## config.mk

```make
export PLATFORM = sky130hd
export DESIGN_NAME = stereo_seeker
export DESIGN_NICKNAME = d
export VERILOG_FILES = /design/src/rtl/stereo_seek_pkg.sv /design/src/rtl/stereo_seek_frame_timer.sv /design/src/rtl/stereo_seek_window.sv /design/src/rtl/stereo_seek_tol.sv /design/src/rtl/stereo_seeker.sv
export SDC_FILE = /design/constraint.sdc
export NUM_CORES = 1
export LEC_CHECK = 0
export BUFFER_PORTS_ARGS = -buffer_cell sky130_fd_sc_hd__buf_2
export CAP_MARGIN = 0
export CORE_AREA = 3 3 130 182
export DETAILED_ROUTE_END_ITERATION = 7
export DIE_AREA = 0 0 133 185
export GPL_ROUTABILITY_DRIVEN = 0
export MAX_ROUTING_LAYER = met4
export SETUP_SLACK_MARGIN = 0.02
export SKIP_CTS_REPAIR_TIMING = 1
export SYNTH_ARGS = -nofsm -noshare
export SYNTH_HDL_FRONTEND = slang
export SYNTH_HIERARCHICAL = 1
export SYNTH_SLANG_ARGS = --single-unit
export TNS_END_PERCENT = 30
```

## constraint.sdc

```tcl
create_clock -name clk_i -period 4.4 [get_ports clk_i]
set_clock_uncertainty 0.2 [all_clocks]
set_input_delay 0.66 -clock clk_i [delete_from_list [all_inputs] [get_ports clk_i]]
set_output_delay 0.66 -clock clk_i [all_outputs]
set_load 0.05 [all_outputs]
```

## src/rtl/stereo_seek_pkg.sv

```systemverilog
package stereo_seek_pkg;
  typedef enum logic [2:0] {
    ST_IDLE,
    ST_MSCAN,
    ST_LUT,
    ST_WIN,
    ST_HOLD
  } seek_state_e;
endpackage

```

## src/rtl/stereo_seek_frame_timer.sv

```systemverilog
module stereo_seek_frame_timer #(
  parameter int FRAME_CYC = 1000000
) (
  input  logic clk_i,
  input  logic rst_ni,
  input  logic frame_i,
  output logic arm_o
);
  localparam int HALF = FRAME_CYC / 2;
  localparam int FW   = $clog2(HALF + 1);

  logic [FW-1:0] fcnt_q;

  always_ff @(posedge clk_i or negedge rst_ni) begin
    if (!rst_ni)                    fcnt_q <= '0;
    else if (frame_i)               fcnt_q <= '0;
    else if (fcnt_q != FW'(HALF))   fcnt_q <= fcnt_q + 1'b1;
  end

  // saturating count: fires once per frame
  assign arm_o = (fcnt_q == FW'(HALF - 1)) && !frame_i;
endmodule

```

## src/rtl/stereo_seek_window.sv

```systemverilog
module stereo_seek_window #(
  parameter int COORD_W = 7,
  parameter int HALF_H  = 3,
  parameter int HALF_V  = 2
) (
  input  logic               clk_i,
  input  logic               rst_ni,
  input  logic               load_i,
  input  logic [COORD_W-1:0] ctr_x_i,
  input  logic [COORD_W-1:0] ctr_y_i,
  input  logic               step_i,
  output logic [COORD_W-1:0] x_o,
  output logic [COORD_W-1:0] y_o,
  output logic               in_range_o,
  output logic               last_o
);
  localparam int SW = COORD_W + 2;
  localparam logic signed [SW-1:0] DX_MAX = SW'(HALF_H);
  localparam logic signed [SW-1:0] DX_MIN = SW'(-HALF_H);
  localparam logic signed [SW-1:0] DY_MAX = SW'(HALF_V);
  localparam logic signed [SW-1:0] DY_MIN = SW'(-HALF_V);

  logic signed [SW-1:0] cx_q, cy_q, dx_q, dy_q, px, py;

  always_ff @(posedge clk_i or negedge rst_ni) begin
    if (!rst_ni) begin
      cx_q <= '0;
      cy_q <= '0;
      dx_q <= DX_MIN;
      dy_q <= DY_MIN;
    end else if (load_i) begin
      cx_q <= {2'b00, ctr_x_i};
      cy_q <= {2'b00, ctr_y_i};
      dx_q <= DX_MIN;
      dy_q <= DY_MIN;
    end else if (step_i) begin
      if (dx_q == DX_MAX) begin
        dx_q <= DX_MIN;
        dy_q <= dy_q + 1'b1;
      end else begin
        dx_q <= dx_q + 1'b1;
      end
    end
  end

  assign px = cx_q + dx_q;
  assign py = cy_q + dy_q;
  assign x_o = px[COORD_W-1:0];
  assign y_o = py[COORD_W-1:0];
  // negative or >= 2^COORD_W is outside the image
  assign in_range_o = !px[SW-1] && !px[COORD_W] && !py[SW-1] && !py[COORD_W];
  assign last_o = (dx_q == DX_MAX) && (dy_q == DY_MAX);
endmodule

```

## src/rtl/stereo_seek_tol.sv

```systemverilog
module stereo_seek_tol #(
  parameter int PIX_W = 8,
  parameter int TOL   = 8
) (
  input  logic [PIX_W-1:0] a_i,
  input  logic [PIX_W-1:0] b_i,
  output logic             hit_o
);
  logic [PIX_W-1:0] diff;
  assign diff  = (a_i >= b_i) ? (a_i - b_i) : (b_i - a_i);
  assign hit_o = {1'b0, diff} <= (PIX_W + 1)'(TOL);
endmodule

```

## src/rtl/stereo_seeker.sv

```systemverilog
module stereo_seeker
  import stereo_seek_pkg::*;
#(
  parameter int COORD_W   = 7,
  parameter int PIX_W     = 8,
  parameter int HALF_H    = 3,
  parameter int HALF_V    = 2,
  parameter int TOL       = 8,
  parameter int THRESH    = 16,
  parameter int FRAME_CYC = 1000000,
  localparam int AW       = 2 * COORD_W,
  localparam int WIN_N    = (2 * HALF_H + 1) * (2 * HALF_V + 1),
  localparam int MAX_EL   = 2 * (1 << AW) + 2 + 2 * WIN_N,
  localparam int ELW      = $clog2(MAX_EL + 1)
) (
  input  logic               clk_i,
  input  logic               rst_ni,
  input  logic               frame_i,
  output logic [AW-1:0]      m_addr_o,
  input  logic [PIX_W-1:0]   m_data_i,
  output logic [AW-1:0]      lut_addr_o,
  input  logic [COORD_W-1:0] lut_x_i,
  input  logic [COORD_W-1:0] lut_y_i,
  output logic [AW-1:0]      s_addr_o,
  input  logic [PIX_W-1:0]   s_data_i,
  output logic               done_o,
  output logic               match_o,
  output logic [COORD_W-1:0] match_x_o,
  output logic [COORD_W-1:0] match_y_o,
  output logic [ELW-1:0]     elapsed_o
);
  seek_state_e        state_q;
  logic               phase_q;
  logic [AW-1:0]      m_idx_q;
  logic [PIX_W-1:0]   m_val_q;
  logic [ELW-1:0]     cnt_q;
  logic               arm, hit, win_load, win_step, in_range, last;
  logic [COORD_W-1:0] wx, wy;

  stereo_seek_frame_timer #(.FRAME_CYC(FRAME_CYC)) u_timer (
    .clk_i(clk_i), .rst_ni(rst_ni), .frame_i(frame_i), .arm_o(arm)
  );

  stereo_seek_window #(.COORD_W(COORD_W), .HALF_H(HALF_H), .HALF_V(HALF_V)) u_win (
    .clk_i(clk_i), .rst_ni(rst_ni), .load_i(win_load),
    .ctr_x_i(lut_x_i), .ctr_y_i(lut_y_i), .step_i(win_step),
    .x_o(wx), .y_o(wy), .in_range_o(in_range), .last_o(last)
  );

  stereo_seek_tol #(.PIX_W(PIX_W), .TOL(TOL)) u_tol (
    .a_i(s_data_i), .b_i(m_val_q), .hit_o(hit)
  );

  assign m_addr_o   = m_idx_q;
  assign lut_addr_o = m_idx_q;
  assign s_addr_o   = {wy, wx};

  assign win_load = (state_q == ST_LUT) && phase_q;
  assign win_step = (state_q == ST_WIN) && !frame_i && !last &&
                    (!in_range || (phase_q && !hit));

  always_ff @(posedge clk_i or negedge rst_ni) begin
    if (!rst_ni) begin
      state_q   <= ST_IDLE;
      phase_q   <= 1'b0;
      m_idx_q   <= '0;
      m_val_q   <= '0;
      cnt_q     <= '0;
      done_o    <= 1'b0;
      match_o   <= 1'b0;
      match_x_o <= '0;
      match_y_o <= '0;
      elapsed_o <= '0;
    end else if (frame_i) begin
      state_q <= ST_IDLE;
      phase_q <= 1'b0;
      done_o  <= 1'b0;
      match_o <= 1'b0;
    end else begin
      done_o  <= 1'b0;
      match_o <= 1'b0;
      case (state_q)
        ST_IDLE: if (arm) begin
          state_q <= ST_MSCAN;
          m_idx_q <= '0;
          phase_q <= 1'b0;
          cnt_q   <= '0;
        end
        ST_MSCAN: begin
          cnt_q   <= cnt_q + 1'b1;
          phase_q <= !phase_q;
          if (phase_q) begin
            if (m_data_i >= PIX_W'(THRESH)) begin
              m_val_q <= m_data_i;
              state_q <= ST_LUT;
            end else if (m_idx_q == '1) begin
              state_q <= ST_HOLD;   // no active master pixel
            end else begin
              m_idx_q <= m_idx_q + 1'b1;
            end
          end
        end
        ST_LUT: begin
          cnt_q   <= cnt_q + 1'b1;
          phase_q <= !phase_q;
          if (phase_q) state_q <= ST_WIN;
        end
        ST_WIN: begin
          cnt_q <= cnt_q + 1'b1;
          if (in_range && !phase_q) begin
            phase_q <= 1'b1;
          end else begin
            phase_q <= 1'b0;
            if (in_range && hit) begin
              done_o    <= 1'b1;
              match_o   <= 1'b1;
              match_x_o <= wx;
              match_y_o <= wy;
              elapsed_o <= cnt_q + 1'b1;
              state_q   <= ST_HOLD;
            end else if (last) begin
              done_o    <= 1'b1;
              match_x_o <= '0;
              match_y_o <= '0;
              elapsed_o <= cnt_q + 1'b1;
              state_q   <= ST_HOLD;
            end
          end
        end
        default: ;
      endcase
    end
  end
endmodule

```

==> summary.txt <==
Layout
  – Final cell count without fillers: 1197
  – Final core occ: 0.411
  – Total Nets Final: around 960
  – Share of layout cells above drive strength 1: 0.234
  – Antenna Cells: 0
  – Layout Area Growth over Synthesis: 17.6%

CTS
  – Max clock buf depth: 2
  – Total CTS buffers: 17
  – Skew-Pair Late Insertion Delay: 0.42 ns
  – H-tree depth: 4
  – Clock root buffer: clkbuf_16
  – CTS clk-pin slew, worst paths: 0.06 ns
  – CTS tree: built
  – TritonCTS Sinks: 125

Synthesis
  – Ys Warns: 6
  – Synth Area in Compound Gates: 0.164
  – Syn nets: 870
  – Commonest cells in the netlist: 109 x dfrtp_1, 59 x nand2_1, 49 x o21ai_0
  – EDFF count, synth: 0
  – Average cell area after synthesis: 9.64 µm²
  – Synth Instances: 798
  – Synth Area in Adders: 0.0654
  – Register area share after synthesis: 0.409
  – FF+latch count, synth: between 100 and 150
  – Synth area leaders: dfrtp_1 35%, ha_1 6.0%, dfstp_2 5.5%, xnor2_1 3.5%, mux2_2 3.5%
  – Main combinational cell family by area after synthesis: simple AND/OR/NAND/NOR gates
  – Share of the synthesized area in the top cell type: 0.355
  – Synth cell types: 84
  – Most common cell in the netlist: dfrtp_1
  – FFs w/ async S/R, synth: 1.00
  – Fraction of synthesized area in multiplexers: 0.0429
  – Top cell type by total area after synthesis: dfrtp_1
  – Mapped cell area: 7690 µm²
  – Simple-gate area share of the yosys netlist: 0.214
  – Xor-xnor portion of the synthesized cell area: 0.0501
  – Post-synth top flop: dfrtp_1

Critical path
  – Worst-path maximum fanout: 12
  – Worst setup EP type: register
  – Crit path DAT: 4.07 ns
  – CP Cell Sequence: ha_1 > or2b_2 > a21oi_1 > o221ai_1 > xnor2_1 > nor4_1 > a21boi_0 > a22oi_1 > o21ai_0 > nor3b_1 > buf_4 > o2111ai_1 > xor2_1 > nand2_1
  – Worst path slowest cell: dfrtp_1
  – Critical path class: register to register
  – Critical path buffers and inverters: 1
  – Worst path top cell family by delay: compound AO/OA/AOI/OAI gates
  – Startpoint Class: register
  – Largest stage delay, worst path: 0.39 ns
  – Worst path required time: approximately 4.5 ns

Route
  – Routed wire length per instance: 15.2 µm
  – WL final: about 18000 µm
  – Final ANT Viol Nets: 0
  – DRC: 0
  – First DRT Iteration DRCs: about 340
  – Via count: 6150
  – Vias/cell: 5.14
  – First-pass iteration count of the detailed router: 4

Timing
  – Max transition margin: 0.334
  – Total Neg Setup Slack: 0 ns
  – Max Clock Freq: ~250 MHz
  – Final min period: 3.94 ns
  – Final Slew Violations: 0
  – RSZ-0062 raised after global routing: false
  – Crit share post-route: 0.896
  – Final Hold Viols: 0
  – Final setup fails: 0
  – Slew of the pin with the lowest slew margin: 0.992 ns

Global routing
  – Met2 Use GR: 0.279
  – Vias in the first global route: 6147
  – Initial antenna violation count: 0
  – Global-route wire length before repair: roughly 31000 µm
  – M3 GR Usage: 0.0258
  – Largest net degree at the start of global routing: 69
  – M1 GR Usage: 0.188
  – Overflow left after global routing: 0
  – Busiest layer in global routing: met2
  – Total track usage: 0.160

Die
  – Die width: ~130 µm
  – FP Rows: 64
  – Die area: 24600 µm²
  – CORE AREA: between 20000 and 25000 µm²
  – Die Ht: 185 µm
  – I/O pin count: 107
  – Starting Density: 0.349

Outcome
  – Status: completed

Power
  – Peak VDD IR: 0.274 mV
  – Pwr dens: 314 nW/µm²
  – Leak: 0.00420 µW

Flow run
  – Max-cap violations: 0

Placement
  – Placed Instances: 1165
  – Post-DP HPWL: 13200 µm
  – PortBufs: 106

Hold path
  – Hold Crit Class: primary input to asynchronous set/reset pin
==> placed cells by master (no fill, tap or decap), drive strengths merged, types with 6 or more instances in the layout <==
cell,instances
a211oi,8
a21o,8
a21oi,38
a22o,18
a31oi,10
and3,15
and4,6
buf,114
clkbuf,22
dfrtp,109
dfstp,16
ha,37
inv,39
mux2,24
mux2i,6
nand2,59
nand2b,15
nand3,33
nand4,21
nor2,44
nor2b,9
nor3,25
nor3b,7
nor4,11
o21ai,54
o22a,6
or3,15
xnor2,31
xor2,13
==> logic make-up after synthesis <==
logic type                 after synthesis
muxes                                   30
xor gates and xnor gates                44
and+or+nand+nor                        287
AOI/OAI and AO/OA                      190
buffers and inverters                   83
adders and majority gates               39
DFF                                    125
==> through the flow <==
step                      cell area, µm²  hold slack [ns]  total power [µW]  setup slack, ns
after floorplan                     7690            0.164              1300            0.561
after global placement              8420            0.260              1360            0.142
after detailed placement            8420            0.267              1360           0.0806
after CTS                           9050            0.200              2880            0.473
after global routing                9050            0.226              2950            0.166
final                               9050            0.163              2840            0.457
==> worst paths after layout <==
check                              from            end  slack [ns]  cells after the start
min in group clk_i          m_data_i[1]     m_val_q[1]        0.27                      2
max in group asynchronous        rst_ni  u_win/dy_q[2]        2.97                      2
setup / recovery             m_val_q[1]  u_win/dx_q[4]        0.46                     14
hold / removal                   rst_ni   elapsed_o[7]        0.16                      1
setup reg to reg             m_val_q[1]  u_win/dx_q[4]        0.46                     14
hold reg to reg            elapsed_o[1]   elapsed_o[1]        0.28                      2
==> area by class of cell <==
class | count | area, µm²
fill | 2191 | 13000
multi-input combinational | 590 | 4140
sequential | 125 | 3150
timing repair buffer | 114 | 618
clock buffer | 22 | 464
tap | 297 | 372
clock inverter | 10 | 164
inverter | 39 | 146
==> power by group <==
part / internal (µW) / switching [µW] / total, µW
logic: 56.1 / 108 / 164
clock network: 979 / 521 / 1500
registers: 1160 / 15.3 / 1180
total: 2200 / 644 / 2840
==> sequential cells by signal, indices dropped and copies added (netlist names) <==
signal	flops
u_win/dx_q	9
match_x_o	7
match_o	1
cnt_q	16
match_y_o	7
m_val_q	8
elapsed_o	16
u_win/cx_q	7
phase_q	1
state_q	3
u_win/cy_q	7
lut_addr_o	14
u_win/dy_q	9
done_o	1
u_timer/fcnt_q	19
==> metal layers <==
layer  vias up  wire length, µm
met5         -                0
met4         0              333
met3        24              587
met2       100             9550
met1      2933             7780
li1       3093                -
Power figures use the tool's default switching activity.
